`src/rtl/sermem_pkg.sv`:
```
package sermem_pkg;
  typedef enum logic [2:0] {
    PH_IDLE, PH_OPC, PH_ADDR, PH_DIN, PH_DOUT, PH_ARMED, PH_DROP
  } phase_t;

  localparam logic [7:0] OP_WRSR  = 8'h01;
  localparam logic [7:0] OP_WRITE = 8'h02;
  localparam logic [7:0] OP_READ  = 8'h03;
  localparam logic [7:0] OP_WRDI  = 8'h04;
  localparam logic [7:0] OP_RDSR  = 8'h05;
  localparam logic [7:0] OP_WREN  = 8'h06;
endpackage

```
`src/rtl/sermem_pin_sync.sv`:
```
module sermem_pin_sync #(
  parameter int          W       = 4,
  parameter int          STAGES  = 2,
  parameter logic [W-1:0] RST_VAL = '0
) (
  input  logic         clk,
  input  logic         rst_n,
  input  logic [W-1:0] pins,
  output logic [W-1:0] lvl,
  output logic [W-1:0] rise,
  output logic [W-1:0] fall
);
  for (genvar i = 0; i < W; i++) begin : g_bit
    logic [STAGES:0] chain;
    always_ff @(posedge clk or negedge rst_n) begin
      if (!rst_n) chain <= {(STAGES+1){RST_VAL[i]}};
      else        chain <= {chain[STAGES-1:0], pins[i]};
    end
    assign lvl[i]  = chain[STAGES-1];
    assign rise[i] = chain[STAGES-1] & ~chain[STAGES];
    assign fall[i] = ~chain[STAGES-1] & chain[STAGES];
  end
endmodule

```
`src/rtl/sermem_hold_gate.sv`:
```
module sermem_hold_gate (
  input  logic clk,
  input  logic rst_n,
  input  logic cs_n_lvl,
  input  logic sck_lvl,
  input  logic hold_rise,
  input  logic hold_fall,
  output logic held
);
  always_ff @(posedge clk or negedge rst_n) begin
    if (!rst_n)                      held <= 1'b0;
    else if (cs_n_lvl)               held <= 1'b0;
    else if (hold_fall && !sck_lvl)  held <= 1'b1;
    else if (hold_rise && !sck_lvl)  held <= 1'b0;
  end
endmodule

```
`src/rtl/sermem_front.sv`:
```
module sermem_front
  import sermem_pkg::*;
#(
  parameter int AW          = 12,
  parameter int ADDR_BITS   = 16,
  parameter int PAGE_BITS   = 5,
  parameter int SYNC_STAGES = 2
) (
  input  logic          clk,
  input  logic          rst_n,
  input  logic          cs_n_pin,
  input  logic          sck_pin,
  input  logic          si_pin,
  input  logic          hold_n_pin,
  output logic          so_data,
  output logic          so_oe,
  input  logic          wr_busy,
  input  logic [7:0]    status_in,
  output logic [AW-1:0] mem_addr,
  output logic          mem_rd_stb,
  input  logic [7:0]    mem_rd_data,
  output logic          wel_set,
  output logic          wel_clr,
  output logic          sr_wr_stb,
  output logic [7:0]    sr_wr_data,
  output logic          pw_load_stb,
  output logic [AW-1:0] pw_addr,
  output logic [7:0]    pw_data,
  output logic          pw_commit
);
  localparam int ACW = $clog2(ADDR_BITS);

  function automatic logic [AW-1:0] read_next(input logic [AW-1:0] a);
    return a + 1'b1;
  endfunction

  function automatic logic [AW-1:0] page_next(input logic [AW-1:0] a);
    logic [PAGE_BITS-1:0] lo;
    lo = a[PAGE_BITS-1:0] + 1'b1;
    return {a[AW-1:PAGE_BITS], lo};
  endfunction

  // pin order {hold_n, si, sck, cs_n}
  logic [3:0] p_lvl, p_rise, p_fall;
  sermem_pin_sync #(.W(4), .STAGES(SYNC_STAGES), .RST_VAL(4'b1001)) u_sync (
    .clk, .rst_n,
    .pins ({hold_n_pin, si_pin, sck_pin, cs_n_pin}),
    .lvl  (p_lvl), .rise (p_rise), .fall (p_fall)
  );

  logic cs_lvl, sck_lvl, si_lvl, held;
  assign cs_lvl  = p_lvl[0];
  assign sck_lvl = p_lvl[1];
  assign si_lvl  = p_lvl[2];

  sermem_hold_gate u_hold (
    .clk, .rst_n, .cs_n_lvl(cs_lvl), .sck_lvl(sck_lvl),
    .hold_rise(p_rise[3]), .hold_fall(p_fall[3]), .held(held)
  );

  phase_t         phase;
  logic [2:0]     bit_cnt;
  logic [ACW-1:0] addr_cnt;
  logic [7:0]     sh_in, opcode, out_sh;
  logic [AW-1:0]  addr_q;
  logic           byte_have, so_q, oe_q, ld_pend;

  // named internal events
  logic       sck_r, sck_f, frame_start, frame_end;
  logic       opc_done, addr_done, din_done, dout_wrap;
  logic [7:0] op_word;
  assign sck_r       = p_rise[1] & ~held & ~cs_lvl;
  assign sck_f       = p_fall[1] & ~held & ~cs_lvl;
  assign frame_start = p_fall[0];
  assign frame_end   = p_rise[0];
  assign op_word     = {sh_in[6:0], si_lvl};
  assign opc_done    = (phase == PH_OPC)  && sck_r && (bit_cnt == 3'd7);
  assign addr_done   = (phase == PH_ADDR) && sck_r && (addr_cnt == ACW'(ADDR_BITS-1));
  assign din_done    = (phase == PH_DIN)  && sck_r && (bit_cnt == 3'd7);
  assign dout_wrap   = (phase == PH_DOUT) && sck_f && (bit_cnt == 3'd7);

  always_ff @(posedge clk or negedge rst_n) begin
    if (!rst_n) begin
      phase <= PH_IDLE; bit_cnt <= '0; addr_cnt <= '0;
      sh_in <= '0; opcode <= '0; out_sh <= '0; addr_q <= '0;
      byte_have <= 1'b0; so_q <= 1'b0; oe_q <= 1'b0; ld_pend <= 1'b0;
      wel_set <= 1'b0; wel_clr <= 1'b0; sr_wr_stb <= 1'b0; sr_wr_data <= '0;
      pw_load_stb <= 1'b0; pw_addr <= '0; pw_data <= '0; pw_commit <= 1'b0;
    end else begin
      wel_set <= 1'b0; wel_clr <= 1'b0; sr_wr_stb <= 1'b0;
      pw_load_stb <= 1'b0; pw_commit <= 1'b0;
      if (frame_end) begin
        if (phase == PH_ARMED) begin
          wel_set <= (opcode == OP_WREN);
          wel_clr <= (opcode == OP_WRDI);
        end
        if (phase == PH_DIN && byte_have && bit_cnt == 3'd0) begin
          sr_wr_stb <= (opcode == OP_WRSR);
          pw_commit <= (opcode == OP_WRITE);
        end
        phase <= PH_IDLE; oe_q <= 1'b0; ld_pend <= 1'b0;
      end else if (frame_start) begin
        phase <= PH_OPC; bit_cnt <= '0; byte_have <= 1'b0; oe_q <= 1'b0;
      end else begin
        unique case (phase)
          PH_OPC: if (sck_r) begin
            sh_in   <= op_word;
            bit_cnt <= bit_cnt + 3'd1;
            if (opc_done) begin
              opcode <= op_word;
              if (wr_busy && op_word != OP_RDSR) phase <= PH_DROP;
              else case (op_word)
                OP_WREN, OP_WRDI: phase <= PH_ARMED;
                OP_RDSR: begin phase <= PH_DOUT; ld_pend <= 1'b1; end
                OP_READ, OP_WRITE: begin phase <= PH_ADDR; addr_cnt <= '0; end
                OP_WRSR: phase <= PH_DIN;
                default: phase <= PH_DROP;
              endcase
            end
          end
          PH_ADDR: if (sck_r) begin
            addr_q   <= {addr_q[AW-2:0], si_lvl};
            addr_cnt <= addr_cnt + 1'b1;
            if (addr_done) begin
              phase   <= (opcode == OP_READ) ? PH_DOUT : PH_DIN;
              ld_pend <= (opcode == OP_READ);
            end
          end
          PH_DIN: if (sck_r) begin
            sh_in   <= op_word;
            bit_cnt <= bit_cnt + 3'd1;
            if (din_done) begin
              byte_have <= 1'b1;
              if (opcode == OP_WRITE) begin
                pw_load_stb <= 1'b1;
                pw_addr     <= addr_q;
                pw_data     <= op_word;
                addr_q      <= page_next(addr_q);
              end else if (!byte_have) begin
                sr_wr_data <= op_word;
              end
            end
          end
          PH_DOUT: begin
            if (ld_pend) begin
              out_sh  <= (opcode == OP_RDSR) ? status_in : mem_rd_data;
              ld_pend <= 1'b0;
            end else if (sck_f) begin
              so_q    <= out_sh[7];
              out_sh  <= {out_sh[6:0], 1'b0};
              oe_q    <= 1'b1;
              bit_cnt <= bit_cnt + 3'd1;
              if (dout_wrap) begin
                ld_pend <= 1'b1;
                if (opcode == OP_READ) addr_q <= read_next(addr_q);
              end
            end
          end
          PH_ARMED: if (sck_r) phase <= PH_DROP;
          default: ;
        endcase
      end
    end
  end

  assign mem_addr   = addr_q;
  assign mem_rd_stb = ld_pend && (phase == PH_DOUT) && (opcode == OP_READ);
  assign so_data    = so_q;
  assign so_oe      = oe_q & ~held & ~cs_lvl;
endmodule

```
`config.mk`:
```
export PLATFORM = sky130hd
export DESIGN_NAME = sermem_front
export DESIGN_NICKNAME = d
export VERILOG_FILES = /design/src/rtl/sermem_pkg.sv /design/src/rtl/sermem_pin_sync.sv /design/src/rtl/sermem_hold_gate.sv /design/src/rtl/sermem_front.sv
export SDC_FILE = /design/constraint.sdc
export NUM_CORES = 1
export LEC_CHECK = 0
export BUFFER_PORTS_ARGS = -buffer_cell sky130_fd_sc_hd__buf_2
export CORE_ASPECT_RATIO = 1.5
export CORE_MARGIN = 2
export CORE_UTILIZATION = 59
export CTS_BUF_LIST = sky130_fd_sc_hd__clkbuf_8 sky130_fd_sc_hd__clkbuf_16
export DETAILED_ROUTE_END_ITERATION = 8
export GPL_TIMING_DRIVEN = 0
export PLACE_DENSITY = 0.9
export SYNTH_ARGS = -nofsm -noshare
export SYNTH_HDL_FRONTEND = slang
export SYNTH_SLANG_ARGS = --single-unit
```
`constraint.sdc`:
```
create_clock -name clk -period 4.2 [get_ports clk]
set_input_delay 1.26 -clock clk [delete_from_list [all_inputs] [get_ports clk]]
set_output_delay 1.26 -clock clk [all_outputs]
set_load 0.005 [all_outputs]
```
# --- Word-level counts from Yosys, hierarchy flattened ---
# Index checks and enable logic that the tools add are counted.
classes:
  add_sub_neg: 4
  eq_ne: 48
  mux: 72
  n_bitwise: 25
  reduce_logical: 47
op_table:
  columns: ["cell", "n"]
  rows:
  - ["2-to-1 mux 12 bit", 5]
  - ["== test 8 x 3 -> 1 bit, second input constant", 6]
  - ["2-to-1 mux 3 bit", 13]
  - ["2-to-1 mux 1 bit", 37]
  - ["case mux 12 bit (3 select lines)", 1]
  - ["== test 8 x 2 -> 1 bit, second input constant", 4]
  - ["2-to-1 mux 8 bit", 3]
  - ["inequality test 3 bit, second input constant", 7]
  - ["2-to-1 mux 4 bit", 5]
  - ["inequality test 4 bit, second input constant", 5]
  - ["inequality test 2 bit, second input constant", 9]
  - ["== test 8 x 1 -> 1 bit, second input constant", 2]
  - ["AND reduction 8 bit", 2]
  - ["logical AND 1 bit", 15]
  - ["2-to-1 mux 5 bit", 3]
  - ["AND reduction 5 bit", 3]
  - ["nonzero test 3 bit", 5]
  - ["NOT 1 bit", 13]
  - ["adder 12 x 1 -> 12 bit, second input constant", 1]
  - ["bitwise AND 1 bit", 12]
  - ["case mux 3 bit (4 select lines)", 1]
  - ["AND reduction 4 bit", 3]
  - ["AND reduction 6 bit", 2]
  - ["nonzero test 2 bit", 6]
  - ["24 further kinds", 33]
word_totals:
  register_bits: 94
  out_inout_bits: 48
  word_cells: 221

# --- Logic depth before layout (Yosys ltp) ---
# Gate-level depths: netlist (run 1).
logic_depth:
  ltp_word: 12
  mapped_depth: 9
  depth_no_buf: 7

# --- Modules after synthesis ---
# A second synthesis (run 1) with hierarchy kept.
unflattened:
  hier_cells: 410
  hier_area_um2: 4558.1
modules_own_cells:
  columns: ["module", "instances", "cells_per_inst", "area_each_um2", "seq_area_each_um2"]
  rows:
  - ["sermem_front", 1, 381, 4120.2, 2052.0]
  - ["sermem_pin_sync", 1, 24, 387.9, 307.8]
  - ["sermem_hold_gate", 1, 5, 50.0, 25.0]

# --- Worst setup path before layout (run 1) ---
# OpenSTA, ideal clock, no wires.
synth_path:
  path_type: "flip-flop to output port"
  start: "register phase[0]"
  end: "output mem_rd_stb"
  t_arrival_ns: 1.462
  required_ns: 2.940
  path_slack_ns: 1.478
  path_stages_with_launch: 6
  path_buffers: 2
  path_cell_list: "dfrtp_1 clkbuf_8 nor3b_2 clkbuf_1 nand2_1 nor2_1"
synth_via:
  elab_chain_cells: 3
synth_rtl:
  columns: ["item", "line_no", "source"]
  rows:
  - ["start, declared", "sermem_front.sv:61", "phase_t phase;"]
  - ["start signal, assigned", "sermem_front.sv:125", "phase <= (opcode == OP_READ) ? PH_DOUT : PH_DIN;"]
  - ["== test 3 bit", "sermem_front.sv:167", "assign mem_rd_stb = ld_pend && (phase == PH_DOUT) && (opcode == OP_READ);"]
  - ["logical AND 1 bit (2 in series)", "sermem_front.sv:167", null]
  - ["end, declared", "sermem_front.sv:20", "output logic mem_rd_stb,"]
# No other way between the ends.

# --- Worst setup path after layout (run 1) ---
layout_path:
  start: "register phase[2]"
  end: "output mem_rd_stb"
# Same word-level chain as after synthesis.

==> results.py, run 1 <==
metrics = {
    "sta": {
        "setup_slack_ns": 0.709,
        "slew_headroom_pct": 56.3,
        "maxSlewViolCount": 0,
        "timing.fmax_ghz": 0.286,
        "fin_worst_skew_ns": 0.00587,
        "finalCritPeriodShare_pct": 83.1,
        "setup_viol": 0,
        "rsz0062_at_grt": "false",
        "finalHoldViolations": 0,
        "period_needed_ns": 3.49,
        "final.setup.tns_ns": 0,
        "tightest_slew_ns": 0.656,
    },
    "placement": {
        "place_area_mm2": 0.00514,
        "pre_cts_ws_ns": 1.10,
        "dpl.hpwl_um": 7430,
        "gp_congestion": 0.877,
        "io_buffers": 70,
    },
    "drt": {
        "viasPerCell": 6.11,
        "dr.pass1.iters": 5,
        "routed_wl_um": 10400,
        "drt_iter0_markers": 425,
        "ant_nets": 0,
        "wl_per_cell_um": 17.4,
        "drc_errors": 0,
        "routed-via-count": 3645,
    },
    "die": {
        "ios": 71,
        "core.rowCount": 39,
        "initial_core_util_pct": 60.9,
        "die_h_um": 113,
        "die_w_um": 76.4,
        "coreArea_mm2": 0.00761,
        "die_area_mm2": 0.00860,
    },
    "global_routing": {
        "use_met2_pct": 45.1,
        "grt_pass1_vias": 3649,
        "use_met3_pct": 4.90,
        "overflow": 0,
        "grt_max_degree": 53,
        "antenna_found_initial": 0,
        "grt-busiest-layer": "met2",
        "grt_util_met1_pct": 30.5,
        "grt_pass1_wl_um": 17700,
        "grt_use_total_pct": 25.7,
    },
    "logic_synthesis": {
        "synth_top_area_share_pct": 47.5,
        "post-synth-top-count-cell": "dfrtp_1",
        "yosysTopAreaCell": "dfrtp_1",
        "ys_warn_count": 0,
        "yosys-top-cells-count": "dfrtp_1 (88), mux2_2 (46), nor2_1 (30)",
        "netlist_area_mm2": 0.00464,
        "syn_nets": 438,
        "synthDistinctLibCells": 66,
        "synthArstFlopShare_pct": 100,
        "syn_inst": 408,
        "synthTopCellsByArea": "dfrtp_1 (48%), mux2_2 (11%), dfstp_2 (3.4%)",
        "synth_edf_count": 0,
        "synthFlopType": "dfrtp_1",
        "ys_ff_latch": 94,
        "synth_seq_area_share_pct": 50.9,
        "avgSynthCellArea_um2": 11.4,
    },
    "power": {
        "powerDensity_mw_per_mm2": 541,
        "pwr-share-seq_pct": 41.2,
        "p_leak_uw": 0.00272,
        "swShare_pct": 33.6,
        "clockPowerShare_pct": 29.2,
        "vdd_drop_max_v": 0.000407,
        "internal_power_uw": 1970,
        "p_sw_uw": 994,
        "p_comb_share_pct": 29.6,
    },
    "final_layout": {
        "drive_gt1_share_pct": 34.1,
        "multi_input_area_mm2": 0.00209,
        "seq_area_mm2": 0.00236,
        "nFillCells": 538,
        "final_area_mm2": 0.00547,
        "syn_to_final_growth_pct": 17.9,
        "nets": 520,
        "diodes": 0,
    },
    "critical_path": {
        "cpMaxStageDelayCell": "nor3b_2",
        "r2r_slack_ns": 1.60,
        "path_cells": "clkbuf_2 > nor3b_2 > clkbuf_1 > nand2_1 > nor2_1 > buf_2",
        "end_kind": "primary output",
        "start_kind": "register",
        "critPathKind": "reg2out",
        "r2r-start": "u_sync.g_bit[0].chain[1]$_DFF_PN1_",
        "worstPathArrival_ns": 2.23,
        "cpPeakStageDelay_ns": 0.57,
        "required_ns": 2.94,
        "cp-startpoint": "phase[2]$_DFFE_PN0P_",
        "cp_max_fo": 10,
    },
    "clock_network": {
        "cts_buffers": 9,
        "postCtsResizedCells": 0,
        "clock_path_buffers": 2,
        "cts_tree": "built",
        "clock_sinks": 94,
        "insertion_delay_ns": 0.34,
        "htreeDepth": 3,
        "ctsRootBufferMaster": "clkbuf_16",
        "holdBufCountCts": 0,
        "clk_pin_slew_ns": 0.06,
        "post-cts-setup-buffers": 0,
    },
    "job": {
        "maxCapViolCount": 0,
    },
    "worst_hold_path": {
        "hold_path_startpoint": "u_sync.g_bit[2].chain[0]$_DFF_PN0_",
        "worstHoldPathType": "reg2reg",
    },
    "run_status": {
        "status": "finished clean",
    },
}
worst max-delay path, delay by kind of cell (launching register included):
kind	cells	cell delay [ns]
DFF	1	0.35
buffers and inverters	3	0.72
and+or+nand+nor	3	0.81
layout by cell type, fill, tap and decap left out, drive strengths merged, types with 3 or more instances in the layout:
cell type / synthesis / routed
nand4b: 3 / 3
dfrtp: 88 / 88
a31oi: 7 / 7
o21ai: 22 / 22
nor3: 7 / 7
nand2: 27 / 27
nand3b: 3 / 3
a21oi: 9 / 9
buf: 4 / 75
dfstp: 6 / 6
clkbuf: 16 / 25
nand3: 15 / 15
o21a: 3 / 3
or4: 3 / 3
o31ai: 4 / 4
a211oi: 9 / 9
nand4: 7 / 7
nor2: 32 / 32
mux2: 46 / 46
nor4b: 4 / 4
ha: 7 / 7
mux2i: 12 / 12
a21o: 9 / 9
a22o: 4 / 4
inv: 15 / 16
nor2b: 4 / 4
flip-flops by register name, summed over array words and instances (netlist names), 7 cells and up:
register and cells:
opcode 8, mem_addr 12, sh_in 7, pw_data 8
sr_wr_data 8, u_sync.g_bit.chain 11, out_sh 8, pw_addr 12
stage by stage:
stage                     cells  power (uW)  hold slack [ns]  util (%)
final                       597        2960            0.349      71.8
after global routing        597        3130            0.359      71.8
after CTS                   597        2960            0.351      71.8
after detailed placement    581        2080            0.337      67.6
after global placement      580        2040            0.332      67.2
after floorplan             408        1810            0.331         -
power groups by stage:
stage | logic [uW] | clock network [uW] | registers (uW)
2_1_floorplan | 618 | 0 | 1200
3_3_place_gp | 820 | 0 | 1220
3_5_place_dp | 856 | 0 | 1230
4_1_cts | 867 | 874 | 1220
5_1_grt | 972 | 915 | 1240
6_report | 877 | 864 | 1220
layout make-up:
class,instances,share of cell area (%)
Clock inverter,7,1.79
Tap cell,102,2.33
Inverter,15,1.03
Sequential cell,94,43.2
Buffer,20,2.45
Multi-Input combinational cell,279,38.2
Timing Repair Buffer,71,6.96
Clock buffer,9,4.12
kinds of logic after synthesis:
family	Yosys count	share of synthesized area [%]
simple gates	125	15.7
flops	94	50.9
compound gates	89	13.6
mux	58	13.8
buf+inv	35	4.10
fa+ha+maj	7	1.89
path summary, 6_finish.rpt:
kind                                                           end  cells after the start
worst min register to register  u_sync.g_bit[2].chain[1]$_DFF_PN0_                      0
worst max register to register             mem_addr[3]$_DFFE_PN0P_                      7
worst max-delay path                                    mem_rd_stb                      6
worst min-delay path            u_sync.g_bit[2].chain[1]$_DFF_PN0_                      0
max in group asynchronous                    out_sh[3]$_DFFE_PN0P_                      2
min in group asynchronous       u_sync.g_bit[1].chain[0]$_DFF_PN0_                      1
per-layer routing:
layer	part of all wire, %	up-vias
li1	-	1665
met4	3.3	0
met1	38	1784
met2	53	161
met5	0	-
met3	5.1	35
Note: power is estimated with default switching activity, not from simulation.
==> inputs of run 2 (changes only) <==
--- a/config.mk
+++ b/config.mk
@@ -5,14 +5,15 @@
 export SDC_FILE = /design/constraint.sdc
 export NUM_CORES = 1
 export LEC_CHECK = 0
+export ABC_AREA = 1
 export BUFFER_PORTS_ARGS = -buffer_cell sky130_fd_sc_hd__buf_2
 export CORE_ASPECT_RATIO = 1.5
 export CORE_MARGIN = 2
-export CORE_UTILIZATION = 59
+export CORE_UTILIZATION = 52
 export CTS_BUF_LIST = sky130_fd_sc_hd__clkbuf_8 sky130_fd_sc_hd__clkbuf_16
 export DETAILED_ROUTE_END_ITERATION = 8
 export GPL_TIMING_DRIVEN = 0
-export PLACE_DENSITY = 0.9
+export PLACE_DENSITY = 0.85
 export SYNTH_ARGS = -nofsm -noshare
 export SYNTH_HDL_FRONTEND = slang
 export SYNTH_SLANG_ARGS = --single-unit
==> constraint.sdc (replaced) <==
create_clock -name clk -period 3 [get_ports clk]
set_input_delay 0.9 -clock clk [delete_from_list [all_inputs] [get_ports clk]]
set_output_delay 0.9 -clock clk [all_outputs]
set_load 0.005 [all_outputs]
==> run 2 against run 1 <==
Against the previous run:
- area after synthesis grew 4.0%
- final area grew 3.1%
- combinational power grew 40%
- clock-buffer cell count did not move
- via count is 20% higher
- non-clock buffer count fell by 8
- power grew 37%
- routed wire length grew 12%
- first-iteration DRC count is 14% lower
- critical endpoint unchanged
==> results.py, run 2 <==
metrics = {
    "run_status": {
        "status": "finished clean",
    },
    "sta": {
        "rsz0062_at_grt": "false",
        "maxSlewViolCount": 0,
        "setup_viol": 0,
        "fin_worst_skew_ns": 0.00795,
        "finalHoldViolations": 0,
        "timing.fmax_ghz": 0.430,
        "fin_hold_ws_ns": 0.350,
        "period_needed_ns": 2.33,
        "tightest_slew_ns": 0.723,
        "slew_headroom_pct": 51.5,
        "finalCritPeriodShare_pct": 77.6,
        "final.setup.tns_ns": 0,
    },
    "drt": {
        "ant_nets": 0,
        "dr.pass1.iters": 5,
        "wl_per_cell_um": 14.4,
        "viasPerCell": 5.39,
        "routed_wl_um": 11600,
        "routed-via-count": 4363,
        "drc_errors": 0,
        "drt_iter0_markers": 364,
    },
    "critical_path": {
        "r2r-end": "pw_data[4]$_DFFE_PN0P_",
        "r2r_slack_ns": 0.89,
        "reg2regPathDepth": 9,
        "endpoint": "mem_rd_stb",
        "required_ns": 2.10,
        "cp-startpoint": "opcode[3]$_DFFE_PN0P_",
        "r2r-start": "u_sync.g_bit[0].chain[2]$_DFF_PN1_",
        "worstPathArrival_ns": 1.43,
        "end_kind": "primary output",
        "start_kind": "register",
        "critPathKind": "reg2out",
        "cp_max_fo": 3,
    },
    "clock_network": {
        "ctsRootBufferMaster": "clkbuf_16",
        "clock_sinks": 94,
        "holdBufCountCts": 0,
        "clock_path_buffers": 2,
        "clk_pin_slew_ns": 0.07,
        "htreeDepth": 3,
        "post-cts-setup-buffers": 0,
        "postCtsResizedCells": 0,
        "cts_buffers": 9,
        "insertion_delay_ns": 0.35,
        "cts_tree": "built",
    },
    "logic_synthesis": {
        "synthTopCellsByArea": "dfrtp_1 (46%), nand2_1 (14%), nand3_1 (6.0%)",
        "synthArstFlopShare_pct": 100,
        "synthDistinctLibCells": 33,
        "ys_warn_count": 0,
        "syn_inst": 610,
        "synth_edf_count": 0,
        "syn_nets": 640,
        "post-synth-top-count-cell": "nand2_1",
        "netlist_area_mm2": 0.00482,
        "synth_top_area_share_pct": 45.7,
        "ys_ff_latch": 94,
        "yosys-top-cells-count": "nand2_1 (179), dfrtp_1 (88), inv_1 (64)",
        "synthFlopType": "dfrtp_1",
        "avgSynthCellArea_um2": 7.90,
        "yosysTopAreaCell": "dfrtp_1",
        "synth_seq_area_share_pct": 48.9,
    },
    "final_layout": {
        "diodes": 0,
        "layout_commonest_cell": "nand2_1",
        "drive_gt1_share_pct": 21.1,
        "syn_to_final_growth_pct": 16.9,
        "final_cell_mix": "nand2_1 (179), dfrtp_1 (88), buf_2 (76), inv_1 (64)",
        "nets": 722,
    },
    "die": {
        "die_h_um": 122,
        "die_w_um": 82.6,
        "die_area_mm2": 0.0101,
        "initial_core_util_pct": 52.7,
        "core.rowCount": 43,
        "coreArea_mm2": 0.00915,
        "ios": 71,
    },
    "worst_hold_path": {
        "worstHoldPathType": "reg2reg",
    },
    "power": {
        "p_sw_uw": 1570,
        "vdd_drop_max_v": 0.000483,
        "p_comb_share_pct": 30.4,
        "clockPowerShare_pct": 28.0,
        "internal_power_uw": 2490,
        "swShare_pct": 38.6,
        "powerDensity_mw_per_mm2": 720,
        "p_leak_uw": 0.00292,
        "pwr-share-seq_pct": 41.6,
    },
    "job": {
        "maxCapViolCount": 0,
    },
    "global_routing": {
        "grt_use_total_pct": 24.6,
        "grt_pass1_wl_um": 19100,
        "antenna_found_initial": 0,
        "overflow": 0,
        "grt_pass1_vias": 4320,
        "grt_max_degree": 51,
    },
    "placement": {
        "io_buffers": 70,
        "dpl.hpwl_um": 8570,
        "gp_congestion": 1.00,
    },
}
-- run 2: cell count changes after synthesis, sizes merged, moves of 12 or more --
| cell | delta |
|---|---|
| nor2 | +35 |
| nand2 | +161 |
| clkbuf | -13 |
| inv | +57 |
| o21ai | +42 |
| mux2 | -46 |
| nand3 | +49 |
| mux2i | -12 |
-- run 2: final cells by class --
class / instances / area [um^2]
plain buffers: 12 / 68.8
clock buffers: 9 / 225
clock inverters: 7 / 70.1
fillers: 752 / 3510
inverters: 72 / 270
multi-input cells: 432 / 2120
flip-flops and latches: 94 / 2360
well taps: 112 / 140
repair buffers: 71 / 380
-- run 2: worst min-delay path by stage --
| stage | startpoint | endpoint | cells after the start |
|---|---|---|---|
| floorplan | u_sync.g_bit[1].chain[0]$_DFF_PN0_ | u_sync.g_bit[1].chain[1]$_DFF_PN0_ | 0 |
| finish | u_sync.g_bit[1].chain[0]$_DFF_PN0_ | u_sync.g_bit[1].chain[1]$_DFF_PN0_ | 0 |
| detailed placement | u_sync.g_bit[1].chain[0]$_DFF_PN0_ | u_sync.g_bit[1].chain[1]$_DFF_PN0_ | 0 |
| CTS | u_sync.g_bit[1].chain[0]$_DFF_PN0_ | u_sync.g_bit[1].chain[1]$_DFF_PN0_ | 0 |
| global route | u_sync.g_bit[0].chain[0]$_DFF_PN1_ | u_sync.g_bit[0].chain[1]$_DFF_PN1_ | 0 |
| global placement | u_sync.g_bit[2].chain[0]$_DFF_PN0_ | u_sync.g_bit[2].chain[1]$_DFF_PN0_ | 0 |
-- run 2: power groups by stage --
stage / clock network [uW] / registers, uW / logic [uW]
after detailed placement: 0 / 1700 / 1220
after global routing: 1210 / 1710 / 1410
after global placement: 0 / 1680 / 1170
final: 1140 / 1690 / 1230
after floorplan: 0 / 1660 / 872
after CTS: 1150 / 1680 / 1220
-- run 2: per-stage QoR --
step                      utilization (%)  instance area [um^2]  power (uW)  setup WS [ns]  std cells
after floorplan                         -                  4820        2530           1.19        610
after global placement               58.1                  5310        2850          0.260        792
after detailed placement             58.4                  5340        2920          0.913        793
after CTS                            61.6                  5640        4060          0.664        809
after global routing                 61.6                  5640        4330          0.557        809
final                                61.6                  5640        4060          0.674        809
-- run 2: worst max-delay path: stages, from the launching register on --
cell	delay (ns)
dfrtp_1	0.41
nor2_1	0.18
nand4_1	0.18
nor2_1	0.17
buf_2	0.13
-- run 2: logic make-up after synthesis --
family                     Yosys count  synth area share, %
xor gates and xnor gates             1                0.182
DFF                                 94                 48.9
adders and majority gates            7                 1.82
AOI/OAI and AO/OA                   86                 10.0
and+or+nand+nor                    338                 32.0
buffers and inverters               84                 7.03
-- run 2: layer usage --
layer	vias up	track usage, %	routed length (um)
li1	2130	-	-
met1	2066	27.2	4500
met2	137	44.2	6240
met3	30	4.67	487
met4	0	11.3	388
met5	-	0	0
